[config.mk]
export PLATFORM = sky130hd
export DESIGN_NAME = dir_coherence_ctrl
export DESIGN_NICKNAME = d
export VERILOG_FILES = /design/src/rtl/dir_pkg.sv /design/src/rtl/dir_pick.sv /design/src/rtl/dir_store.sv /design/src/rtl/dir_engine.sv /design/src/rtl/dir_coherence_ctrl.sv
export SDC_FILE = /design/constraint.sdc
export NUM_CORES = 1
export LEC_CHECK = 0
export BUFFER_PORTS_ARGS = -buffer_cell sky130_fd_sc_hd__clkbuf_2
export CAP_MARGIN = 10
export CORE_AREA = 2 2 170 172
export CTS_CLUSTER_SIZE = 16
export DETAILED_ROUTE_END_ITERATION = 7
export DIE_AREA = 0 0 172 174
export PLACE_DENSITY = 0.6
export SLEW_MARGIN = 0
export SYNTH_ARGS = -nofsm -noshare
export SYNTH_HDL_FRONTEND = slang
export SYNTH_SLANG_ARGS = --single-unit
[constraint.sdc]
create_clock -name clk -period 6.5 [get_ports clk]
set_input_delay 0.975 -clock clk [delete_from_list [all_inputs] [get_ports clk]]
set_output_delay 0.975 -clock clk [all_outputs]
set_load 0.02 [all_outputs]
[src/rtl/dir_pkg.sv]
package dir_pkg;

    typedef enum logic [1:0] {
        REQ_READ  = 2'd0,
        REQ_WRITE = 2'd1,
        REQ_WBACK = 2'd2,
        REQ_NONE  = 2'd3
    } req_kind_e;

    typedef enum logic [1:0] {
        MSG_INV       = 2'd0,
        MSG_FETCH     = 2'd1,
        MSG_FETCH_INV = 2'd2
    } msg_kind_e;

    typedef enum logic {
        RSP_ACK  = 1'b0,
        RSP_DATA = 1'b1
    } rsp_kind_e;

    typedef enum logic [1:0] {
        BLK_UNCACHED = 2'd0,
        BLK_SHARED   = 2'd1,
        BLK_EXCL     = 2'd2
    } blk_state_e;

    typedef enum logic [2:0] {
        ENG_IDLE,
        ENG_DECIDE,
        ENG_SEND_INV,
        ENG_WAIT_ACK,
        ENG_SEND_FETCH,
        ENG_WAIT_DATA,
        ENG_REPLY
    } eng_state_e;

    // True when the entry names the node as sole exclusive holder.
    function automatic logic holds_excl(blk_state_e st, logic present);
        return (st == BLK_EXCL) && present;
    endfunction

endpackage

[src/rtl/dir_pick.sv]
// Finds the lowest set bit of a node vector.
module dir_pick #(
    parameter int NODES = 4,
    localparam int NW = $clog2(NODES)
) (
    input  logic [NODES-1:0] vec,
    output logic             found,
    output logic [NW-1:0]    idx
);
    always_comb begin
        found = 1'b0;
        idx   = '0;
        for (int i = NODES - 1; i >= 0; i--) begin
            if (vec[i]) begin
                found = 1'b1;
                idx   = NW'(i);
            end
        end
    end
endmodule

[src/rtl/dir_store.sv]
// Per-block directory entry and memory word.
module dir_store
    import dir_pkg::*;
#(
    parameter int NODES  = 4,
    parameter int BLOCKS = 16,
    parameter int DATA_W = 8,
    localparam int BW = $clog2(BLOCKS)
) (
    input  logic              clk,
    input  logic              rst,
    input  logic [BW-1:0]     blk,
    output blk_state_e        rd_state,
    output logic [NODES-1:0]  rd_sharers,
    output logic [DATA_W-1:0] rd_data,
    input  logic              dir_we,
    input  blk_state_e        dir_wstate,
    input  logic [NODES-1:0]  dir_wsharers,
    input  logic              mem_we,
    input  logic [DATA_W-1:0] mem_wdata
);
    blk_state_e        state_q   [BLOCKS];
    logic [NODES-1:0]  sharers_q [BLOCKS];
    logic [DATA_W-1:0] mem_q     [BLOCKS];

    always_ff @(posedge clk) begin
        if (rst) begin
            for (int i = 0; i < BLOCKS; i++) begin
                state_q[i]   <= BLK_UNCACHED;
                sharers_q[i] <= '0;
                mem_q[i]     <= '0;
            end
        end else begin
            if (dir_we) begin
                state_q[blk]   <= dir_wstate;
                sharers_q[blk] <= dir_wsharers;
            end
            if (mem_we) begin
                mem_q[blk] <= mem_wdata;
            end
        end
    end

    assign rd_state   = state_q[blk];
    assign rd_sharers = sharers_q[blk];
    assign rd_data    = mem_q[blk];
endmodule

[src/rtl/dir_engine.sv]
// Transaction sequencer: decide, message holders, collect, reply.
module dir_engine
    import dir_pkg::*;
#(
    parameter int NODES  = 4,
    parameter int BLOCKS = 16,
    parameter int DATA_W = 8,
    localparam int NW = $clog2(NODES),
    localparam int BW = $clog2(BLOCKS)
) (
    input  logic              clk,
    input  logic              rst,
    input  logic              req_valid,
    output logic              req_ready,
    input  logic [NW-1:0]     req_node,
    input  logic [1:0]        req_kind,
    input  logic [BW-1:0]     req_blk,
    input  logic [DATA_W-1:0] req_data,
    output logic              msg_valid,
    input  logic              msg_ready,
    output logic [NW-1:0]     msg_node,
    output logic [1:0]        msg_kind,
    output logic [BW-1:0]     msg_blk,
    input  logic              rsp_valid,
    output logic              rsp_ready,
    input  logic [NW-1:0]     rsp_node,
    input  logic              rsp_kind,
    input  logic [DATA_W-1:0] rsp_data,
    output logic              rpl_valid,
    input  logic              rpl_ready,
    output logic [NW-1:0]     rpl_node,
    output logic [BW-1:0]     rpl_blk,
    output logic [DATA_W-1:0] rpl_data,
    output logic              rpl_excl,
    output logic [BW-1:0]     st_blk,
    input  blk_state_e        rd_state,
    input  logic [NODES-1:0]  rd_sharers,
    input  logic [DATA_W-1:0] rd_data,
    output logic              dir_we,
    output blk_state_e        dir_wstate,
    output logic [NODES-1:0]  dir_wsharers,
    output logic              mem_we,
    output logic [DATA_W-1:0] mem_wdata
);
    eng_state_e        st;
    req_kind_e         cur_kind;
    logic [NW-1:0]     cur_node;
    logic [BW-1:0]     cur_blk;
    logic [DATA_W-1:0] cur_data;
    logic [NW-1:0]     owner_q;
    msg_kind_e         fkind_q;
    logic [NODES-1:0]  pend_q;
    logic [NODES-1:0]  wait_q;
    blk_state_e        upd_st;
    logic [NODES-1:0]  upd_sh;
    logic              excl_q;

    logic [NODES-1:0]  req_bit;
    logic [NODES-1:0]  inv_targets;
    logic [NODES-1:0]  pend_left;
    logic [NODES-1:0]  wait_left;
    logic              owner_found;
    logic [NW-1:0]     owner_idx;
    logic              pend_found;
    logic [NW-1:0]     pend_idx;
    logic              owner_hit;
    logic              other_owner;
    logic              wb_take;
    logic              data_take;
    logic              ack_take;

    dir_pick #(.NODES(NODES)) u_owner_pick (
        .vec   (rd_sharers),
        .found (owner_found),
        .idx   (owner_idx)
    );

    dir_pick #(.NODES(NODES)) u_inv_pick (
        .vec   (pend_q),
        .found (pend_found),
        .idx   (pend_idx)
    );

    assign req_bit     = NODES'(1) << cur_node;
    assign inv_targets = rd_sharers & ~req_bit;
    assign pend_left   = pend_q & ~(NODES'(1) << pend_idx);
    assign wait_left   = wait_q & ~(NODES'(1) << rsp_node);
    assign owner_hit   = holds_excl(rd_state, rd_sharers[cur_node]);
    assign other_owner = (rd_state == BLK_EXCL) && owner_found && !owner_hit;
    assign wb_take     = (st == ENG_DECIDE) && (cur_kind == REQ_WBACK) && owner_hit;
    assign data_take   = (st == ENG_WAIT_DATA) && rsp_valid
                         && (rsp_kind_e'(rsp_kind) == RSP_DATA) && (rsp_node == owner_q);
    assign ack_take    = (st == ENG_WAIT_ACK) && rsp_valid
                         && (rsp_kind_e'(rsp_kind) == RSP_ACK) && wait_q[rsp_node];

    always_ff @(posedge clk) begin
        if (rst) begin
            st       <= ENG_IDLE;
            cur_kind <= REQ_NONE;
            cur_node <= '0;
            cur_blk  <= '0;
            cur_data <= '0;
            owner_q  <= '0;
            fkind_q  <= MSG_FETCH;
            pend_q   <= '0;
            wait_q   <= '0;
            upd_st   <= BLK_UNCACHED;
            upd_sh   <= '0;
            excl_q   <= 1'b0;
        end else begin
            case (st)
                ENG_IDLE: begin
                    if (req_valid) begin
                        cur_node <= req_node;
                        cur_kind <= req_kind_e'(req_kind);
                        cur_blk  <= req_blk;
                        cur_data <= req_data;
                        st       <= ENG_DECIDE;
                    end
                end
                ENG_DECIDE: begin
                    case (cur_kind)
                        REQ_READ: begin
                            upd_st <= owner_hit ? BLK_EXCL : BLK_SHARED;
                            upd_sh <= owner_hit ? rd_sharers : (rd_sharers | req_bit);
                            excl_q <= owner_hit;
                            if (other_owner) begin
                                owner_q <= owner_idx;
                                fkind_q <= MSG_FETCH;
                                st      <= ENG_SEND_FETCH;
                            end else begin
                                st <= ENG_REPLY;
                            end
                        end
                        REQ_WRITE: begin
                            upd_st <= BLK_EXCL;
                            upd_sh <= req_bit;
                            excl_q <= 1'b1;
                            if ((rd_state == BLK_SHARED) && (inv_targets != '0)) begin
                                pend_q <= inv_targets;
                                wait_q <= inv_targets;
                                st     <= ENG_SEND_INV;
                            end else if (other_owner) begin
                                owner_q <= owner_idx;
                                fkind_q <= MSG_FETCH_INV;
                                st      <= ENG_SEND_FETCH;
                            end else begin
                                st <= ENG_REPLY;
                            end
                        end
                        default: st <= ENG_IDLE;
                    endcase
                end
                ENG_SEND_INV: begin
                    if (msg_ready && pend_found) begin
                        pend_q <= pend_left;
                        if (pend_left == '0) begin
                            st <= ENG_WAIT_ACK;
                        end
                    end
                end
                ENG_WAIT_ACK: begin
                    if (ack_take) begin
                        wait_q <= wait_left;
                        if (wait_left == '0) begin
                            st <= ENG_REPLY;
                        end
                    end
                end
                ENG_SEND_FETCH: begin
                    if (msg_ready) begin
                        st <= ENG_WAIT_DATA;
                    end
                end
                ENG_WAIT_DATA: begin
                    if (data_take) begin
                        st <= ENG_REPLY;
                    end
                end
                ENG_REPLY: begin
                    if (rpl_ready) begin
                        st <= ENG_IDLE;
                    end
                end
                default: st <= ENG_IDLE;
            endcase
        end
    end

    assign req_ready = (st == ENG_IDLE);
    assign msg_valid = ((st == ENG_SEND_INV) && pend_found) || (st == ENG_SEND_FETCH);
    assign msg_node  = (st == ENG_SEND_INV) ? pend_idx : owner_q;
    assign msg_kind  = (st == ENG_SEND_INV) ? MSG_INV : fkind_q;
    assign msg_blk   = cur_blk;
    assign rsp_ready = (st == ENG_WAIT_ACK) || (st == ENG_WAIT_DATA);
    assign rpl_valid = (st == ENG_REPLY);
    assign rpl_node  = cur_node;
    assign rpl_blk   = cur_blk;
    assign rpl_data  = rd_data;
    assign rpl_excl  = excl_q;

    assign st_blk       = cur_blk;
    assign dir_we       = wb_take || ((st == ENG_REPLY) && rpl_ready);
    assign dir_wstate   = (st == ENG_REPLY) ? upd_st : BLK_UNCACHED;
    assign dir_wsharers = (st == ENG_REPLY) ? upd_sh : '0;
    assign mem_we       = wb_take || data_take;
    assign mem_wdata    = (st == ENG_WAIT_DATA) ? rsp_data : cur_data;
endmodule

[src/rtl/dir_coherence_ctrl.sv]
module dir_coherence_ctrl
    import dir_pkg::*;
#(
    parameter int NODES  = 4,
    parameter int BLOCKS = 16,
    parameter int DATA_W = 8,
    localparam int NW = $clog2(NODES),
    localparam int BW = $clog2(BLOCKS)
) (
    input  logic              clk,
    input  logic              rst,
    input  logic              req_valid,
    output logic              req_ready,
    input  logic [NW-1:0]     req_node,
    input  logic [1:0]        req_kind,
    input  logic [BW-1:0]     req_blk,
    input  logic [DATA_W-1:0] req_data,
    output logic              msg_valid,
    input  logic              msg_ready,
    output logic [NW-1:0]     msg_node,
    output logic [1:0]        msg_kind,
    output logic [BW-1:0]     msg_blk,
    input  logic              rsp_valid,
    output logic              rsp_ready,
    input  logic [NW-1:0]     rsp_node,
    input  logic              rsp_kind,
    input  logic [DATA_W-1:0] rsp_data,
    output logic              rpl_valid,
    input  logic              rpl_ready,
    output logic [NW-1:0]     rpl_node,
    output logic [BW-1:0]     rpl_blk,
    output logic [DATA_W-1:0] rpl_data,
    output logic              rpl_excl
);
    logic [BW-1:0]     st_blk;
    blk_state_e        rd_state;
    logic [NODES-1:0]  rd_sharers;
    logic [DATA_W-1:0] rd_data;
    logic              dir_we;
    blk_state_e        dir_wstate;
    logic [NODES-1:0]  dir_wsharers;
    logic              mem_we;
    logic [DATA_W-1:0] mem_wdata;

    dir_store #(.NODES(NODES), .BLOCKS(BLOCKS), .DATA_W(DATA_W)) u_store (
        .clk          (clk),
        .rst          (rst),
        .blk          (st_blk),
        .rd_state     (rd_state),
        .rd_sharers   (rd_sharers),
        .rd_data      (rd_data),
        .dir_we       (dir_we),
        .dir_wstate   (dir_wstate),
        .dir_wsharers (dir_wsharers),
        .mem_we       (mem_we),
        .mem_wdata    (mem_wdata)
    );

    dir_engine #(.NODES(NODES), .BLOCKS(BLOCKS), .DATA_W(DATA_W)) u_engine (
        .clk          (clk),
        .rst          (rst),
        .req_valid    (req_valid),
        .req_ready    (req_ready),
        .req_node     (req_node),
        .req_kind     (req_kind),
        .req_blk      (req_blk),
        .req_data     (req_data),
        .msg_valid    (msg_valid),
        .msg_ready    (msg_ready),
        .msg_node     (msg_node),
        .msg_kind     (msg_kind),
        .msg_blk      (msg_blk),
        .rsp_valid    (rsp_valid),
        .rsp_ready    (rsp_ready),
        .rsp_node     (rsp_node),
        .rsp_kind     (rsp_kind),
        .rsp_data     (rsp_data),
        .rpl_valid    (rpl_valid),
        .rpl_ready    (rpl_ready),
        .rpl_node     (rpl_node),
        .rpl_blk      (rpl_blk),
        .rpl_data     (rpl_data),
        .rpl_excl     (rpl_excl),
        .st_blk       (st_blk),
        .rd_state     (rd_state),
        .rd_sharers   (rd_sharers),
        .rd_data      (rd_data),
        .dir_we       (dir_we),
        .dir_wstate   (dir_wstate),
        .dir_wsharers (dir_wsharers),
        .mem_we       (mem_we),
        .mem_wdata    (mem_wdata)
    );
endmodule

==> flow_summary.ini <==
[status]
status = complete, no violations

[power_and_ir_drop]
ir_drop_mv = 0.213
p_int_w = 0.00303
sw_frac_of_total = 0.252
power_frac_seq = 0.491
pwr-share-clk = 0.402
p_per_area_nw_per_um2 = 290
p_sw_w = 0.00102
leakage_nw = 5.06
combPwrFrac = 0.107

[layout]
n_antenna_cell = 0
nets = 1048
n_fill_cell = 2544
stdcell_count = 1422
drive_gt1_frac = 0.197
area_growth_pct = 11.4
final_util = 0.495

[flow_run]
cap_violations = 0

[critical_path]
crit_type = register to register
crit_arrival_ns = 5.37
critPathLaunchType = register
cp_max_fo = 50
setup.worst_path.end_class = register
required_ns = 6.92

[timing]
setup_tns_ns = 0
max_slew_margin = 0.218
worst_slew_pin_slew_ns = 1.17
final-setup-viol-count = 0
drv_slew = 0
grt_setup_unrepaired = no
hold_violations = 0
fin_crit_ns = 4.95
fin_crit_sh = 0.762
max_freq_mhz = 202
finalClockSkew_ns = 0.0145

[synthesis]
ys_warn_count = 0
synthCells = 998
synthArstFlopShare = 0
yosysSeqAreaShare = 0.603
syn_nets = 1031
synth.largest_area_cell = edfxtp_1
netlist_top_cells_area = edfxtp_1 54%, mux4_2 11%, dfxtp_1 6.7%
ys_seq_elements = 266
synth_cell_types = 57
synth-edff-count = 224
postSynthAreaPerCell_sq_um = 12.6
synth_ff_type = edfxtp_1
yosysMostFrequentCell = edfxtp_1
syn-cell-area_sq_um = 12500
synth_top_area_share = 0.536
synthTopCellsByCount = 224 x edfxtp_1, 167 x nor2_1, 98 x and3_1

[die]
pin_count = 60
core_sq_um = 28200
die_y_microns = 174
die-width_microns = 172
die_area_sq_um = 29900
num_rows = 62
initial_core_util = 0.444

[min_path]
hp-class = register to register

[clock_tree]
hold_buffers = 0
cts_buffers = 29
cts_tree = built
post-cts-setup-buffers = 0
cts_resized = 0
clk_pin_slew_ns = 0.06
clock_latency_ns = 0.57
root_buffer = clkbuf_16
cts_max_level = 1
clkSinkCount = 266
cts_max_path_buffers = 3

[grt]
first_global_vias = 8129
grt_start_max_net_pins = 51
grt_pass1_wl_microns = 50000
antenna_found_initial = 1
grt-ovfl-total = 0
grt_util_all_layers = 0.222

[placed_design]
gp_congestion = 0.834
dp_hpwl_microns = 22000
post-place-cells = 1368
io_buffer_count = 59

[routing]
drt_pass1_iterations = 5
drc_errors = 0
initialDrtViolationCount = 633
wl_per_cell_microns = 23.1
avgViaCountPerCell = 5.78
wirelength_microns = 32800
antenna_left = 0
vias = 8218
-- sequential cells by signal, summed over array words and instances, names as in the netlist, 3 cells and up, named ones only --
register	cells
u_engine.wait_q	4
u_engine.st	3
u_engine.msg_blk	4
u_engine.pend_q	4
u_store.mem_q	128
u_store.state_q	32
u_engine.upd_sh	4
u_store.sharers_q	64
u_engine.cur_data	8
-- metrics by stage --
stage | power [W] | instance area (sq um) | setup WS (ns) | hold slack [ns]
after global placement | 0.00245 | 13000 | 1.65 | 0.439
after global routing | 0.00417 | 14000 | 1.13 | 0.478
after detailed placement | 0.00245 | 13000 | 1.58 | 0.446
after floorplan | 0.00231 | 12500 | 3.00 | 0.433
final | 0.00404 | 14000 | 1.55 | 0.452
after CTS | 0.00406 | 14000 | 1.56 | 0.454
-- layout by cell type (no fill, tap or decap), types with 21 or more instances in the layout --
cell / n
clkbuf_2: 59
o21ai_1: 32
nor2_1: 167
a21oi_1: 30
edfxtp_1: 224
nand2_1: 65
dfxtp_1: 39
mux4_2: 61
mux2i_1: 21
and3_1: 98
nand3_1: 30
clkbuf_16: 31
-- final timing paths --
path,startpoint,cells past startpoint,end,slack [ns]
hold reg to reg,u_engine.cur_data[4]$_SDFFE_PP0P_,2,u_engine.cur_data[4]$_SDFFE_PP0P_,0.45
hold / removal,u_engine.cur_data[4]$_SDFFE_PP0P_,2,u_engine.cur_data[4]$_SDFFE_PP0P_,0.45
setup reg to reg,register,10,u_store.sharers_q[8][1]$_SDFFCE_PN0P_,1.55
setup / recovery,register,10,u_store.sharers_q[8][1]$_SDFFCE_PN0P_,1.55
-- layer usage --
layer | part of all wire | global-route usage
met5 | 0.00040 | 0
met4 | 0.028 | 0.0602
met3 | 0.052 | 0.0282
met2 | 0.49 | 0.364
met1 | 0.43 | 0.313
-- layout make-up --
cell class | instances | area, sq um | area share
sequential | 266 | 7570 | 0.542
multi-input combinational | 641 | 4570 | 0.328
clock buffer | 40 | 840 | 0.0601
tap | 384 | 480 | 0.0344
timing repair buffer | 67 | 355 | 0.0254
clock inverter | 14 | 106 | 0.00762
inverter | 10 | 37.5 | 0.00269
-- kinds of logic after synthesis --
family | count (synthesis) | synth area share
flops | 266 | 0.603
xor+xnor | 3 | 0.00210
buf+inv | 91 | 0.0323
simple gates | 419 | 0.160
compound gates | 121 | 0.0615
mux | 98 | 0.141
-- worst max-delay path, cell delays in order, from the launching register on --
cell and delay [ns]:
dfxtp_2 0.79, buf_4 0.42, mux4_2 0.30, mux2_2 0.16
nor2_1 0.04, a21oi_1 0.34, o2bb2a_2 0.30, a211oi_2 0.94
a21o_2 0.75, buf_4 0.48, and3_1 0.23
-- power by group through the flow --
| stage | logic (W) | clock network (W) | registers (W) |
|---|---|---|---|
| 2_1_floorplan | 0.000341 | 0 | 0.00197 |
| 3_3_place_gp | 0.000430 | 0 | 0.00202 |
| 3_5_place_dp | 0.000432 | 0 | 0.00202 |
| 4_1_cts | 0.000434 | 0.00164 | 0.00199 |
| 5_1_grt | 0.000467 | 0.00170 | 0.00200 |
| 6_report | 0.000433 | 0.00162 | 0.00199 |
Note: power is estimated with default switching activity, not from simulation.
